File: config.mk
export PLATFORM = sky130hd
export DESIGN_NAME = i2c_byte_master
export DESIGN_NICKNAME = d
export VERILOG_FILES = /design/src/rtl/i2cm_pkg.sv /design/src/rtl/i2cm_qtick.sv /design/src/rtl/i2cm_regs.sv /design/src/rtl/i2cm_seq.sv /design/src/rtl/i2c_byte_master.sv
export SDC_FILE = /design/constraint.sdc
export NUM_CORES = 1
export LEC_CHECK = 0
export ABC_CLOCK_PERIOD_IN_PS = 6500
export BUFFER_PORTS_ARGS = -buffer_cell sky130_fd_sc_hd__buf_4
export CAP_MARGIN = 20
export CORE_MARGIN = 4
export CORE_UTILIZATION = 60
export CTS_BUF_LIST = sky130_fd_sc_hd__clkbuf_8
export DETAILED_ROUTE_END_ITERATION = 6
export HOLD_SLACK_MARGIN = 0.1
export PLACE_DENSITY = 0.85
export SETUP_SLACK_MARGIN = 0.02
export SLEW_MARGIN = 15
export SYNTH_ARGS = -nofsm -noshare
export SYNTH_HDL_FRONTEND = slang
export SYNTH_SLANG_ARGS = --single-unit
File: constraint.sdc
create_clock -name clk -period 6.5 [get_ports clk]
set_input_delay 0.975 -clock clk [delete_from_list [all_inputs] [get_ports clk]]
set_output_delay 0.975 -clock clk [all_outputs]
set_load 0.01 [all_outputs]
File: src/rtl/i2cm_pkg.sv
package i2cm_pkg;

    localparam int BYTE_W = 8;

    typedef enum logic [2:0] {
        S_IDLE,
        S_START,
        S_XFER,
        S_HOLD,
        S_STOP
    } seq_st_t;

    // Events raised by the sequencer toward the register file
    typedef struct packed {
        logic              store;
        logic [BYTE_W-1:0] data;
        logic              load;
        logic              txdone;
        logic              ack_upd;
        logic              ack_bit;
    } core_ev_t;

    // Quarter-phase length in clock cycles for a rate code
    function automatic int unsigned quarter_len(input logic [2:0] code,
                                                input int unsigned base_div);
        return (base_div / 4) << code;
    endfunction

endpackage

File: src/rtl/i2cm_qtick.sv
module i2cm_qtick
    import i2cm_pkg::*;
#(
    parameter int BASE_DIV = 32,
    parameter int CW       = 16
) (
    input  logic       clk,
    input  logic       rst,
    input  logic       run,
    input  logic [2:0] code,
    output logic       tick
);
    logic [CW-1:0] cnt;
    logic [CW-1:0] lim;

    always_comb lim = CW'(quarter_len(code, BASE_DIV) - 1);

    always_ff @(posedge clk) begin
        if (rst || !run)    cnt <= '0;
        else if (cnt >= lim) cnt <= '0;
        else                cnt <= cnt + 1'b1;
    end

    assign tick = run && (cnt >= lim);

    // the counter restarts after every quarter tick
    p_tick_restart_r11: assert property (@(posedge clk) disable iff (rst)
        (tick && run) |=> (cnt == '0));

endmodule

File: src/rtl/i2cm_regs.sv
module i2cm_regs
    import i2cm_pkg::*;
#(
    parameter logic [BYTE_W-1:0] ADDR_A_RST = 8'hA0,
    parameter logic [BYTE_W-1:0] ADDR_B_RST = 8'h00
) (
    input  logic              clk,
    input  logic              rst,
    input  logic              addr_a_we,
    input  logic              addr_b_we,
    input  logic [BYTE_W-1:0] addr_wd,
    input  logic              buf_we,
    input  logic [BYTE_W-1:0] buf_wd,
    input  logic              tx_rdy_set,
    input  logic              rx_rdy_clr,
    input  logic              tx_flag_clr,
    input  logic              rx_flag_clr,
    input  core_ev_t          ev,
    output logic [BYTE_W-1:0] addr_a,
    output logic [BYTE_W-1:0] addr_b,
    output logic [BYTE_W-1:0] buf_q,
    output logic              tx_rdy,
    output logic              rx_rdy,
    output logic              tx_flag,
    output logic              rx_flag,
    output logic              ack_seen
);
    always_ff @(posedge clk) begin
        if (rst) begin
            addr_a   <= ADDR_A_RST;
            addr_b   <= ADDR_B_RST;
            buf_q    <= '0;
            tx_rdy   <= 1'b0;
            rx_rdy   <= 1'b0;
            tx_flag  <= 1'b0;
            rx_flag  <= 1'b0;
            ack_seen <= 1'b0;
        end else begin
            if (addr_a_we) addr_a <= addr_wd;
            if (addr_b_we) addr_b <= addr_wd;

            if (ev.store)    buf_q <= ev.data;
            else if (buf_we) buf_q <= buf_wd;

            if (tx_rdy_set)     tx_rdy <= 1'b1;
            else if (ev.txdone) tx_rdy <= 1'b0;

            if (ev.store)       rx_rdy <= 1'b1;
            else if (rx_rdy_clr) rx_rdy <= 1'b0;

            if (ev.load)         tx_flag <= 1'b1;
            else if (tx_flag_clr) tx_flag <= 1'b0;

            if (ev.store)        rx_flag <= 1'b1;
            else if (rx_flag_clr) rx_flag <= 1'b0;

            if (ev.ack_upd) ack_seen <= ev.ack_bit;
        end
    end

    // a load into the shifter leaves tx_flag set
    p_load_flag_r4: assert property (@(posedge clk) disable iff (rst)
        ev.load |=> tx_flag);

    // a stored byte is visible in the buffer with rx_rdy set
    p_store_visible_r8: assert property (@(posedge clk) disable iff (rst)
        ev.store |=> (rx_rdy && buf_q == $past(ev.data)));

endmodule

File: src/rtl/i2cm_seq.sv
module i2cm_seq
    import i2cm_pkg::*;
(
    input  logic              clk,
    input  logic              rst,
    input  logic              tick,
    input  logic              go,
    input  logic              sel_b,
    input  logic [BYTE_W-1:0] addr_a,
    input  logic [BYTE_W-1:0] addr_b,
    input  logic [BYTE_W-1:0] buf_q,
    input  logic              tx_rdy,
    input  logic              rx_rdy,
    input  logic              ack_val,
    input  logic              sda_in,
    output logic              run,
    output logic              scl_oe,
    output logic              sda_oe,
    output core_ev_t          ev
);
    localparam int BW = $clog2(BYTE_W + 1);
    localparam logic [BW-1:0] ACK_SLOT = BW'(BYTE_W);

    seq_st_t           st;
    logic [1:0]        ph;
    logic [BW-1:0]     bitn;
    logic [BYTE_W-1:0] sh;
    logic              rd_mode, rw_q, is_addr, ack_q, samp;
    logic              wr_byte, byte_end;

    assign wr_byte  = !rd_mode || is_addr;
    assign byte_end = (st == S_XFER) && tick && (ph == 2'd3) && (bitn == ACK_SLOT);
    assign run      = (st != S_IDLE);

    always_ff @(posedge clk) begin
        if (rst) begin
            st      <= S_IDLE;
            ph      <= '0;
            bitn    <= '0;
            sh      <= '0;
            rd_mode <= 1'b0;
            rw_q    <= 1'b0;
            is_addr <= 1'b0;
            ack_q   <= 1'b1;
            samp    <= 1'b1;
        end else begin
            case (st)
                S_IDLE: if (go) begin
                    st <= S_START;
                    ph <= '0;
                end
                S_START: if (tick) begin
                    ph <= ph + 1'b1;
                    if (ph == 2'd3) begin
                        st      <= S_XFER;
                        bitn    <= '0;
                        sh      <= sel_b ? addr_b : addr_a;
                        rw_q    <= sel_b ? addr_b[0] : addr_a[0];
                        is_addr <= 1'b1;
                        rd_mode <= 1'b0;
                        ack_q   <= 1'b1;
                    end
                end
                S_XFER: if (tick) begin
                    ph <= ph + 1'b1;
                    if (ph == 2'd2) begin
                        if (bitn == ACK_SLOT)  samp <= sda_in;
                        else if (!wr_byte)     sh   <= {sh[BYTE_W-2:0], sda_in};
                    end
                    if (ph == 2'd3) begin
                        if (bitn == ACK_SLOT) begin
                            st <= S_HOLD;
                            if (is_addr) rd_mode <= rw_q;
                            is_addr <= 1'b0;
                        end else begin
                            bitn <= bitn + 1'b1;
                            if (wr_byte) sh <= {sh[BYTE_W-2:0], 1'b0};
                        end
                    end
                end
                S_HOLD: if (tick) begin
                    ph <= '0;
                    if (!go) begin
                        st <= S_STOP;
                    end else if (!rd_mode && tx_rdy) begin
                        st   <= S_XFER;
                        bitn <= '0;
                        sh   <= buf_q;
                    end else if (rd_mode && !rx_rdy) begin
                        st    <= S_XFER;
                        bitn  <= '0;
                        ack_q <= ack_val;
                    end
                end
                S_STOP: if (tick) begin
                    ph <= ph + 1'b1;
                    if (ph == 2'd3) st <= S_IDLE;
                end
                default: st <= S_IDLE;
            endcase
        end
    end

    // Bus drive from the phase state
    always_comb begin
        scl_oe = 1'b0;
        sda_oe = 1'b0;
        case (st)
            S_START: begin
                scl_oe = (ph == 2'd3);
                sda_oe = (ph >= 2'd2);
            end
            S_XFER: begin
                scl_oe = (ph < 2'd2);
                if (bitn == ACK_SLOT) sda_oe = wr_byte ? 1'b0 : !ack_q;
                else                  sda_oe = wr_byte ? !sh[BYTE_W-1] : 1'b0;
            end
            S_HOLD: begin
                scl_oe = 1'b1;
                sda_oe = wr_byte ? 1'b0 : !ack_q;
            end
            S_STOP: begin
                scl_oe = (ph == 2'd0);
                sda_oe = (ph < 2'd2);
            end
            default: ;
        endcase
    end

    always_comb begin
        ev.load    = (st == S_HOLD) && tick && go && !rd_mode && tx_rdy;
        ev.txdone  = byte_end && !is_addr && !rd_mode;
        ev.ack_upd = byte_end && wr_byte;
        ev.ack_bit = samp;
        ev.store   = byte_end && !wr_byte;
        ev.data    = sh;
    end

    // while SCL stays released in a byte, SDA does not move
    p_sda_steady_r3: assert property (@(posedge clk) disable iff (rst)
        (st == S_XFER && $past(st) == S_XFER && !scl_oe && !$past(scl_oe))
        |-> $stable(sda_oe));

    // no read byte begins while the receive-ready bit is set
    p_rx_wait_r7: assert property (@(posedge clk) disable iff (rst)
        (st == S_HOLD && rd_mode && rx_rdy && go) |=> (st == S_HOLD));

    // a byte is only stored into a free buffer
    p_store_free_r8: assert property (@(posedge clk) disable iff (rst)
        ev.store |-> !rx_rdy);

    // the core only finishes a send that software released
    p_txdone_ready_r5: assert property (@(posedge clk) disable iff (rst)
        ev.txdone |-> tx_rdy);

    // a set run bit in idle always starts a transfer
    p_go_starts_r2: assert property (@(posedge clk) disable iff (rst)
        (st == S_IDLE && go) |=> (st == S_START));

endmodule

File: src/rtl/i2c_byte_master.sv
module i2c_byte_master
    import i2cm_pkg::*;
#(
    parameter int BASE_DIV = 32,
    parameter int CW       = 16
) (
    input  logic       clk,
    input  logic       rst,
    input  logic       go,
    input  logic       addr_sel,
    input  logic [2:0] rate,
    input  logic       ack_val,
    input  logic       addr_a_we,
    input  logic       addr_b_we,
    input  logic [7:0] addr_wd,
    input  logic       buf_we,
    input  logic [7:0] buf_wd,
    input  logic       tx_rdy_set,
    input  logic       rx_rdy_clr,
    input  logic       tx_flag_clr,
    input  logic       rx_flag_clr,
    input  logic       sda_in,
    output logic [7:0] addr_a_q,
    output logic [7:0] addr_b_q,
    output logic [7:0] buf_q,
    output logic       tx_rdy,
    output logic       rx_rdy,
    output logic       tx_flag,
    output logic       rx_flag,
    output logic       ack_seen,
    output logic       scl_oe,
    output logic       sda_oe
);
    logic     tick, run;
    core_ev_t ev;

    i2cm_qtick #(.BASE_DIV(BASE_DIV), .CW(CW)) u_tick (
        .clk(clk), .rst(rst), .run(run), .code(rate), .tick(tick)
    );

    i2cm_regs u_regs (
        .clk(clk), .rst(rst),
        .addr_a_we(addr_a_we), .addr_b_we(addr_b_we), .addr_wd(addr_wd),
        .buf_we(buf_we), .buf_wd(buf_wd),
        .tx_rdy_set(tx_rdy_set), .rx_rdy_clr(rx_rdy_clr),
        .tx_flag_clr(tx_flag_clr), .rx_flag_clr(rx_flag_clr),
        .ev(ev),
        .addr_a(addr_a_q), .addr_b(addr_b_q), .buf_q(buf_q),
        .tx_rdy(tx_rdy), .rx_rdy(rx_rdy),
        .tx_flag(tx_flag), .rx_flag(rx_flag), .ack_seen(ack_seen)
    );

    i2cm_seq u_seq (
        .clk(clk), .rst(rst), .tick(tick), .go(go), .sel_b(addr_sel),
        .addr_a(addr_a_q), .addr_b(addr_b_q), .buf_q(buf_q),
        .tx_rdy(tx_rdy), .rx_rdy(rx_rdy), .ack_val(ack_val), .sda_in(sda_in),
        .run(run), .scl_oe(scl_oe), .sda_oe(sda_oe), .ev(ev)
    );

    // once idle with the run bit low, both lines stay released
    p_idle_release_r10: assert property (@(posedge clk) disable iff (rst)
        (!run && !go) |=> (!scl_oe && !sda_oe));

endmodule

---- Word level (Yosys, flattened, before mapping) ----
Cells that the tools add are included.
storage, ports and cells
  word-level logic and storage cells ...... 172
  register bits ........................... 67
  bits of input ports ..................... 32
operators by class
  shift-type cells ........................ 1
  reductions and logical operators ........ 46
  equality and inequality tests ........... 25
  order comparisons ....................... 3
  muxes and demuxes ....................... 75
  $add $sub $neg .......................... 4
operators by type and width
  kind                                                                   count
  8-bit 2-to-1 mux                                                       15
  3-bit 2-to-1 mux                                                       12
  4-bit 2-to-1 mux                                                       9
  1-bit 2-to-1 mux                                                       27
  8-bit one-hot mux with 3 select lines                                  1
  7-bit AND reduction                                                    3
  2-bit by 1-bit != test with 1-bit output, second input constant        10
  16-bit by 1-bit adder with 16-bit output, second input constant        1
  16-bit greater-or-equal comparator                                     1
  4-bit by 3-bit << shifter with 16-bit output, first input constant     1
  16-bit by 1-bit subtractor with 16-bit output, second input constant   1
  3-bit one-hot mux with 5 select lines                                  1
  1-bit logical AND                                                      14
  2-bit nonzero test                                                     7
  2-bit != test, second input constant                                   6
  4-bit one-hot mux with 3 select lines                                  1
  10-bit AND reduction                                                   1
  9-bit AND reduction                                                    1
  3-bit nonzero test                                                     3
  1-bit one-hot mux with 4 select lines                                  2
  4-bit AND reduction                                                    2
  1-bit logical NOT                                                      7
  3-bit by 2-bit equality test with 1-bit output, second input constant  2
  2-bit 2-to-1 mux                                                       3
  19 further kinds                                                       23

---- Depth between registers and ports, before layout ----
Gate-level depths: netlist of the first run.
  depth in word-level cells ............... 11
  depth in mapped cells ................... 16
  depth with buffers taken out ............ 12

---- Modules after synthesis ----
Synthesis of the first run repeated with hierarchy kept, for this count alone.
unflattened totals
  cell total of the unflattened synthesis .. 419
  area, all modules ....................... 3838.7 um^2
by module, submodules not included
  module      cells each  area each (um^2)  instances
  i2cm_seq    220         1841.8            1
  i2cm_regs   104         1101.1            1
  i2cm_qtick  95          895.9             1

---- Least setup slack after synthesis of the first run ----
No wires, ideal clock.
  kind .................................... input to register
  start ................................... input port rate[2]
  end ..................................... register u_seq.sh[4]
  path slack .............................. 2.681 ns
  data arrival time ....................... 3.748 ns
  required time ........................... 6.429 ns
  stages on the path ...................... 14
  cell sequence ........................... or3_1 -> ha_1 -> clkbuf_1 -> nor3_1 -> a21oi_1 -> o21a_1 -> ha_1 -> nand4_1 -> a211o_1 -> and3_4 -> buf_6 -> or4_1 -> buf_2 -> o2bb2ai_1
on the way
  word-level cells in the longest chain between the ends .. 6
  elaborated cells on any way between the ends .. 8
ends and longest elaborated chain
  element                                                    RTL line               text
  start: declaration                                         i2c_byte_master.sv:11  input logic [2:0] rate,
  4-bit by 3-bit << shifter with 16-bit output *             i2cm_pkg.sv:26         return (base_div / 4) << code;
  16-bit by 1-bit subtractor with 16-bit output *            i2cm_qtick.sv:16       always_comb lim = CW'(quarter_len(code, BASE_DIV) - 1);
  16-bit greater-or-equal comparator *                       i2cm_qtick.sv:24       assign tick = run && (cnt >= lim);
  1-bit logical AND *                                        i2cm_qtick.sv:24
  2-bit by 1-bit != test with 1-bit output (no source line)  n/a
  7-bit AND reduction (no source line) *                     n/a
  end signal: assignment                                     i2cm_seq.sv:57         sh <= sel_b ? addr_b : addr_a;
  end signal: assignment                                     i2cm_seq.sv:68         else if (!wr_byte) sh <= {sh[BYTE_W-2:0], sda_in};
  end signal: assignment                                     i2cm_seq.sv:77         if (wr_byte) sh <= {sh[BYTE_W-2:0], 1'b0};
  end: declaration                                           i2cm_seq.sv:27         logic [BYTE_W-1:0] sh;
Mark *: on every way between the ends. The rest lies on a longest branch, timed or not.
A chain may end at the register's enable or synchronous reset.

---- Worst setup path in the final report of the first run ----
  start ................................... input port rate[2]
  end ..................................... register u_seq.bitn[3]
on the way
  word-level cells in the longest chain between the ends .. 6
  elaborated cells on any way between the ends .. 8
ends and longest elaborated chain
  element                                                    RTL line          text
  4-bit by 3-bit << shifter with 16-bit output *             i2cm_pkg.sv:26
  16-bit by 1-bit subtractor with 16-bit output *            i2cm_qtick.sv:16
  16-bit greater-or-equal comparator *                       i2cm_qtick.sv:24
  1-bit logical AND *                                        i2cm_qtick.sv:24
  2-bit by 1-bit != test with 1-bit output (no source line)  n/a
  9-bit AND reduction (no source line) *                     n/a
  end signal: assignment                                     i2cm_seq.sv:76    bitn <= bitn + 1'b1;
  end: declaration                                           i2cm_seq.sv:26    logic [BW-1:0] bitn;
Marks and branches as above.

==> results of run 1 <==
==> metal layers <==
metal	vias to the layer above	global-route usage [%]
li1	1545	-
met1	1558	34.4
met2	145	41.5
met3	16	4.12
met4	0	10.7
met5	-	0
==> power by group through the flow <==
| stage | Combinational (mW) | Clock, mW | Sequential, mW |
|---|---|---|---|
| finish | 0.0955 | 0.461 | 0.433 |
| global route | 0.104 | 0.484 | 0.435 |
| CTS | 0.0951 | 0.463 | 0.433 |
| detailed placement | 0.0943 | 0 | 0.442 |
| global placement | 0.0918 | 0 | 0.442 |
| floorplan | 0.0499 | 0 | 0.443 |
==> worst max-delay path by stage <==
stage                     slack (ps)  startpoint             to
final                           2640     rate[2]  u_seq.bitn[3]
after global routing            2460     rate[2]  u_seq.bitn[3]
after CTS                       2680     rate[2]  u_seq.bitn[3]
after detailed placement        2330     rate[2]  u_seq.bitn[3]
after global placement          2480     rate[2]  u_seq.bitn[3]
after floorplan                 2680     rate[2]    u_seq.sh[4]
==> sequential cells by signal, indices dropped and copies added (netlist names) <==
name             flops
u_regs.addr_a        8
u_regs.addr_b        8
u_regs.buf_q         8
u_regs.tx_rdy        1
u_seq.ph             2
u_regs.rx_rdy        1
u_seq.rw_q           1
u_seq.sh             8
u_regs.ack_seen      1
u_seq.ack_q          1
u_seq.rd_mode        1
u_regs.rx_flag       1
u_seq.st             3
u_seq.samp           1
u_tick.cnt          16
u_seq.is_addr        1
u_regs.tx_flag       1
u_seq.bitn           4
==> cell families after synthesis <==
kind of cell	count (synthesis)
flops	67
simple gates	127
xor+xnor	11
fa+ha+maj	14
mux	35
compound gates	94
other cells	1
buf+inv	43
==> area by class of cell <==
| cell class | instances | area share [%] |
|---|---|---|
| repair buffers | 62 | 11.1 |
| well taps | 72 | 2.14 |
| flip-flops and latches | 67 | 31.9 |
| clock buffers | 9 | 2.94 |
| multi-input cells | 286 | 47.1 |
| inverters | 18 | 1.60 |
| clock inverters | 6 | 3.27 |
==> synth_stat cells (4+ instances only) <==
| master | count |
|---|---|
| a21oi_1 | 12 |
| clkbuf_1 | 18 |
| nor3_1 | 11 |
| a311oi_1 | 4 |
| o21a_1 | 6 |
| dfxtp_1 | 67 |
| a211oi_1 | 10 |
| nand3_1 | 10 |
| xnor2_1 | 6 |
| o21ai_0 | 13 |
| mux2i_1 | 26 |
| ha_1 | 14 |
| o32ai_1 | 4 |
| xor2_1 | 5 |
| a31oi_1 | 6 |
| nand2_1 | 18 |
| a222oi_1 | 6 |
| o2bb2ai_1 | 6 |
| nand2b_1 | 7 |
| nor2_1 | 48 |
| inv_1 | 17 |
| nand4_1 | 6 |
| mux2_2 | 9 |
==> worst register-to-register path, delay by kind of cell, from the launching register on <==
kind	cells	cell delay [ps]
flops	1	700
compound gates	2	360
simple gates	3	1330
==> per-stage QoR <==
step	hold WS, ps	setup slack (ps)	instances	total power [mW]	util, %
floorplan	418	2680	396	0.493	-
global placement	429	2480	505	0.533	70.8
detailed placement	441	2330	505	0.536	70.8
CTS	465	2680	520	0.991	75.5
global route	502	2460	520	1.02	75.5
finish	459	2640	520	0.990	75.5
==> reports/metrics.cfg, run 1 <==
[status]
outcome=completed

[hold_path]
min_from=u_tick.cnt[0]
worstHoldPathType=reg2reg
hold-path-endpoint=u_tick.cnt[0]
holdPathStages=1

[timing]
tightest_slew_ps=847
finalSetupViolations=0
fin_crit_sh_pct=59.4
setup-tns-final_ps=0
hold_viol=0
drv_slew=0
period_minus_slack_ps=3860
slew_headroom_pct=43.5
clock.fmax_mhz=259
skew_ps=11.2
rsz0062_at_grt=no

[finish]
design_area_um2=4210
final_cell_mix=dfxtp_1 (67), buf_4 (62), nor2_1 (48)
syn2layout_area_growth_pct=20.9
nFillCells=400
seq_area_um2=1340
diodes=0
multi_input_area_um2=1980
drive_gt1_share_pct=20.3
fin_nets=490
layout_commonest_cell=dfxtp_1

[worst_setup_path]
timing.critical_path.buf_inv=1
r2r_start=u_seq.st[1]
cp.arrival_ps=4130
r2r_cells=5
path_delay_family=compound AO/OA/AOI/OAI gates
slowest_delay_ps=580
cp.required_ps=6770
reg2reg_to=u_seq.sh[4]
path_depth=12
critPathKind=in2reg
rrSetupSlack_ps=4040
crit_slowest_cell=a31oi_1
crit_fanout=7
end_kind=flip-flop
cp_cell_sequence=buf_4 -> or3_1 -> ha_1 -> nor3_1 -> a21oi_1 -> o21a_1 -> ha_1 -> nand4_1 -> a211o_1 -> a31oi_1 -> or4b_1 -> a21oi_1
start_kind=primary input

[place]
portBuffers=62
globalplace.congestion=0.923
hpwl_um=6270
dpl_cell_area_um2=3950

[synth]
syn_area_per_cell_um2=8.89
synth.mux.area_fraction_pct=10.4
synth-adder-area-share_pct=5.03
synth_xor_area_share_pct=2.77
yosys.area_share.simple_pct=18.4
synth_edf_count=0
netlist.area_leader.share_pct=38.5
synth_ff_type=dfxtp_1
synth_compound_area_share_pct=19.9
ys_seq_elements=67
syn-cell-area_um2=3480
yosys_warnings=0
synth_cell_types=58
synth_top_family_by_area=compound AO/OA/AOI/OAI gates
ys_seq_area_share_pct=38.5
yosysTopAreaCell=dfxtp_1
synthArstFlopShare_pct=0
synthCells=392
synth.area.top_cells=dfxtp_1 (39%), mux2i_1 (7.5%), nor2_1 (5.2%), ha_1 (5.0%), mux2_2 (2.9%)

[detailed_routing]
drc_errors=0
viasPerCell=6.28
wl_met3_um=703
dr.pass1.iters=5
final_antenna_net_count=0
num_vias=3264
wl_per_cell_um=17.6
met2_length_um=4360
drt_wl_total_um=9170
top_layer=met4
drt_iter0_drc=285
wl_met1_um=3940

[grt]
grt_overflow=0
grt_pass1_vias=3162
grt_first_pass_wirelength_um=15000
grtUsageTotal_pct=25.8
grt_max_degree=45
antenna_found_initial=0

[clock_network]
cts_hold_buffers=0
cts_root_buffer=clkbuf_8
cts_setup_buffers=0
cts_sinks=67
clk_pin_slew_ps=70
ctsHtreeMaxLevel=3
clockBufferDepth=2
cts_buffers=9
cts_tree=yes
clk_latency_ps=340
cts_resized=0

[power]
ir_drop_mv=0.142
swShare_pct=22.8
power.switching_mw=0.225
clockPowerShare_pct=46.6
seqPwrFrac_pct=43.8
power_density_nw_per_um2=235
internal-power_mw=0.764
comb_power_share_pct=9.6
leakagePower_nw=1.74

[die]
rows=27
die_w_um=84.2
fp.dieH_um=84.2
io_pins=63
die_area_um2=7090
start_util_pct=62.5
core_um2=5570

[job]
cap_violations=0

Power figures use the tool's default switching activity.
==> run 2, diff against run 1 <==
--- a/config.mk
+++ b/config.mk
@@ -5,15 +5,15 @@
 export SDC_FILE = /design/constraint.sdc
 export NUM_CORES = 1
 export LEC_CHECK = 0
-export ABC_CLOCK_PERIOD_IN_PS = 6500
+export ABC_CLOCK_PERIOD_IN_PS = 4019
 export BUFFER_PORTS_ARGS = -buffer_cell sky130_fd_sc_hd__buf_4
 export CAP_MARGIN = 20
 export CORE_MARGIN = 4
-export CORE_UTILIZATION = 60
+export CORE_UTILIZATION = 58
 export CTS_BUF_LIST = sky130_fd_sc_hd__clkbuf_8
 export DETAILED_ROUTE_END_ITERATION = 6
 export HOLD_SLACK_MARGIN = 0.1
-export PLACE_DENSITY = 0.85
+export PLACE_DENSITY = 0.83
 export SETUP_SLACK_MARGIN = 0.02
 export SLEW_MARGIN = 15
 export SYNTH_ARGS = -nofsm -noshare
==> constraint.sdc (replaced) <==
create_clock -name clk -period 4.02 [get_ports clk]
set_input_delay 0.603 -clock clk [delete_from_list [all_inputs] [get_ports clk]]
set_output_delay 0.603 -clock clk [all_outputs]
set_load 0.01 [all_outputs]
==> reports/metrics.cfg, run 2 (same netlist as run 1, synthesis figures left out) <==
[status]
outcome=completed

[timing]
rsz0062_at_grt=no
hold_viol=0  ; unchanged
drv_slew=0  ; unchanged
slew_headroom_pct=47.5  ; +4.0 points
clock.fmax_mhz=296
setup-tns-final_ps=0  ; unchanged
finalSetupViolations=0  ; unchanged
worst_slack_ps=643  ; -1990 ps
skew_ps=11.5  ; +0.281 ps
period_minus_slack_ps=3380
tightest_slew_ps=786  ; -60.3 ps
fin_crit_sh_pct=84.0

[detailed_routing]
drc_errors=0  ; unchanged
viasPerCell=6.22  ; -0.96%
dr.pass1.iters=6  ; +1
drt_wl_total_um=9010  ; -1.7%
wl_per_cell_um=17.3  ; -2.1%
num_vias=3245  ; -0.58%
final_antenna_net_count=0  ; unchanged
drt_iter0_drc=323  ; +13%

[grt]
use_met3_pct=6.15  ; +2.0 points
gr-usage-met1_pct=32.2  ; -2.2 points
grt_max_degree=45  ; unchanged
grt_pass1_vias=2964  ; -6.3%
top_usage_layer=met2
grt_overflow=0  ; unchanged
grtUsageTotal_pct=24.3  ; -1.5 points
antenna_found_initial=0  ; unchanged
grt_first_pass_wirelength_um=14200  ; -5.4%
grt_use_met2_pct=37.8  ; -3.7 points

[power]
leakagePower_nw=1.72  ; -0.78%
power.total_mw=1.51  ; +53%
ir_drop_mv=0.205  ; +45%
internal-power_mw=1.15  ; +50%
seqPwrFrac_pct=46.4  ; +2.6 points
power_density_nw_per_um2=360  ; +53%
swShare_pct=24.0  ; +1.3 points
clockPowerShare_pct=43.3  ; -3.3 points
comb_power_share_pct=10.3  ; +0.7 points
power.switching_mw=0.363  ; +61%

[worst_setup_path]
crit_slowest_cell=or4_1
cpMostUsedCell=ha_1
end_kind=flip-flop
crit_fanout=18  ; +11
cp_cell_sequence=buf_4 -> or3_1 -> ha_1 -> xor2_1 -> nor2_1 -> a21oi_1 -> ha_1 -> nand4_1 -> a211o_1 -> and3_4 -> or4_1 -> o2bb2ai_1
start_kind=primary input
critPathKind=in2reg
cp.required_ps=4290  ; -2480 ps
slowest_delay_ps=610  ; +30 ps
cp.arrival_ps=3650  ; -480 ps

[clock_network]
cts_resized=0  ; unchanged
cts_sinks=67  ; unchanged
cts_tree=yes
cts_buffers=9  ; unchanged
clockBufferDepth=2  ; unchanged
cts_setup_buffers=0  ; unchanged
clk_pin_slew_ps=80  ; about the same
ctsHtreeMaxLevel=3  ; unchanged
cts_hold_buffers=0  ; unchanged
clk_latency_ps=350  ; about the same
cts_root_buffer=clkbuf_8

[finish]
diodes=0  ; unchanged
drive_gt1_share_pct=20.7  ; +0.35 points
syn2layout_area_growth_pct=20.3
final_cell_mix=dfxtp_1 (67), buf_4 (63), nor2_1 (48)
layout.cells.non_filler=522  ; +0.38%
largest_register=u_tick.cnt
largest_reg_flops=16  ; unchanged
seq_area_um2=1340  ; unchanged
fin_nets=491  ; +0.20%
nFillCells=419  ; +4.8%
layout_commonest_cell=dfxtp_1
multi_input_area_um2=1980  ; unchanged

[die]
start_util_pct=61.4  ; -1.1 points
io_pins=63  ; unchanged
die_w_um=85.5  ; +1.5%
rows=27  ; unchanged
core_um2=5680  ; +1.8%
die_area_um2=7310  ; +3.1%
fp.dieH_um=85.5  ; +1.5%

[place]
globalplace.congestion=0.935  ; +1.3%
portBuffers=62  ; unchanged
dp_cells=506  ; +0.20%
hpwl_um=6220  ; -0.85%
dp_slack_ps=344  ; -1990 ps

[job]
cap_violations=0  ; unchanged

[hold_path]
worstHoldPathType=reg2reg

[run 2: critical path, delay by kind of cell]
family,cells,cell delay [ps]
AO/OA/AOI/OAI,3,580
XOR/XNOR,1,170
adder cells (fa/ha/maj),2,610
buffers and inverters,1,130
AND/OR/NAND/NOR,5,1550
[run 2: per-stage QoR]
step,area (µm²),util [%],hold slack (ps)
final,4190,73.9,455
after global routing,4190,73.9,470
after CTS,4190,73.9,460
after detailed placement,3960,69.7,445
after global placement,3960,69.7,430
after floorplan,3500,-,418
[run 2: path summary, 6_finish.rpt]
kind                 start  cells past startpoint  slack, ps       endpoint
max                rate[2]                     12        640    u_seq.sh[4]
min          u_tick.cnt[0]                      1        460  u_tick.cnt[0]
max reg2reg    u_seq.st[1]                      5       1560    u_seq.sh[6]
min reg2reg  u_tick.cnt[0]                      1        460  u_tick.cnt[0]
[run 2: final cells by class]
class,instances,area share [%]
Inverter,18,1.61
Timing Repair Buffer,63,11.3
Multi-Input combinational cell,286,47.3
Clock buffer,11,3.61
Clock inverter,5,2.00
Tap cell,72,2.15
Sequential cell,67,32.0
[run 2: per-layer routing]
layer / up-vias / part of all wire [%]
met5: - / 0
met4: 0 / 2.1
met3: 20 / 9.1
met2: 155 / 47
met1: 1524 / 42
li1: 1546 / -
[run 2: power groups by stage]
stage | clock [mW] | combinational, mW | sequential [mW]
final | 0.654 | 0.156 | 0.700
after global routing | 0.697 | 0.168 | 0.703
after global placement | 0 | 0.149 | 0.714
after detailed placement | 0 | 0.153 | 0.715
after CTS | 0.660 | 0.155 | 0.700
after floorplan | 0 | 0.0807 | 0.717
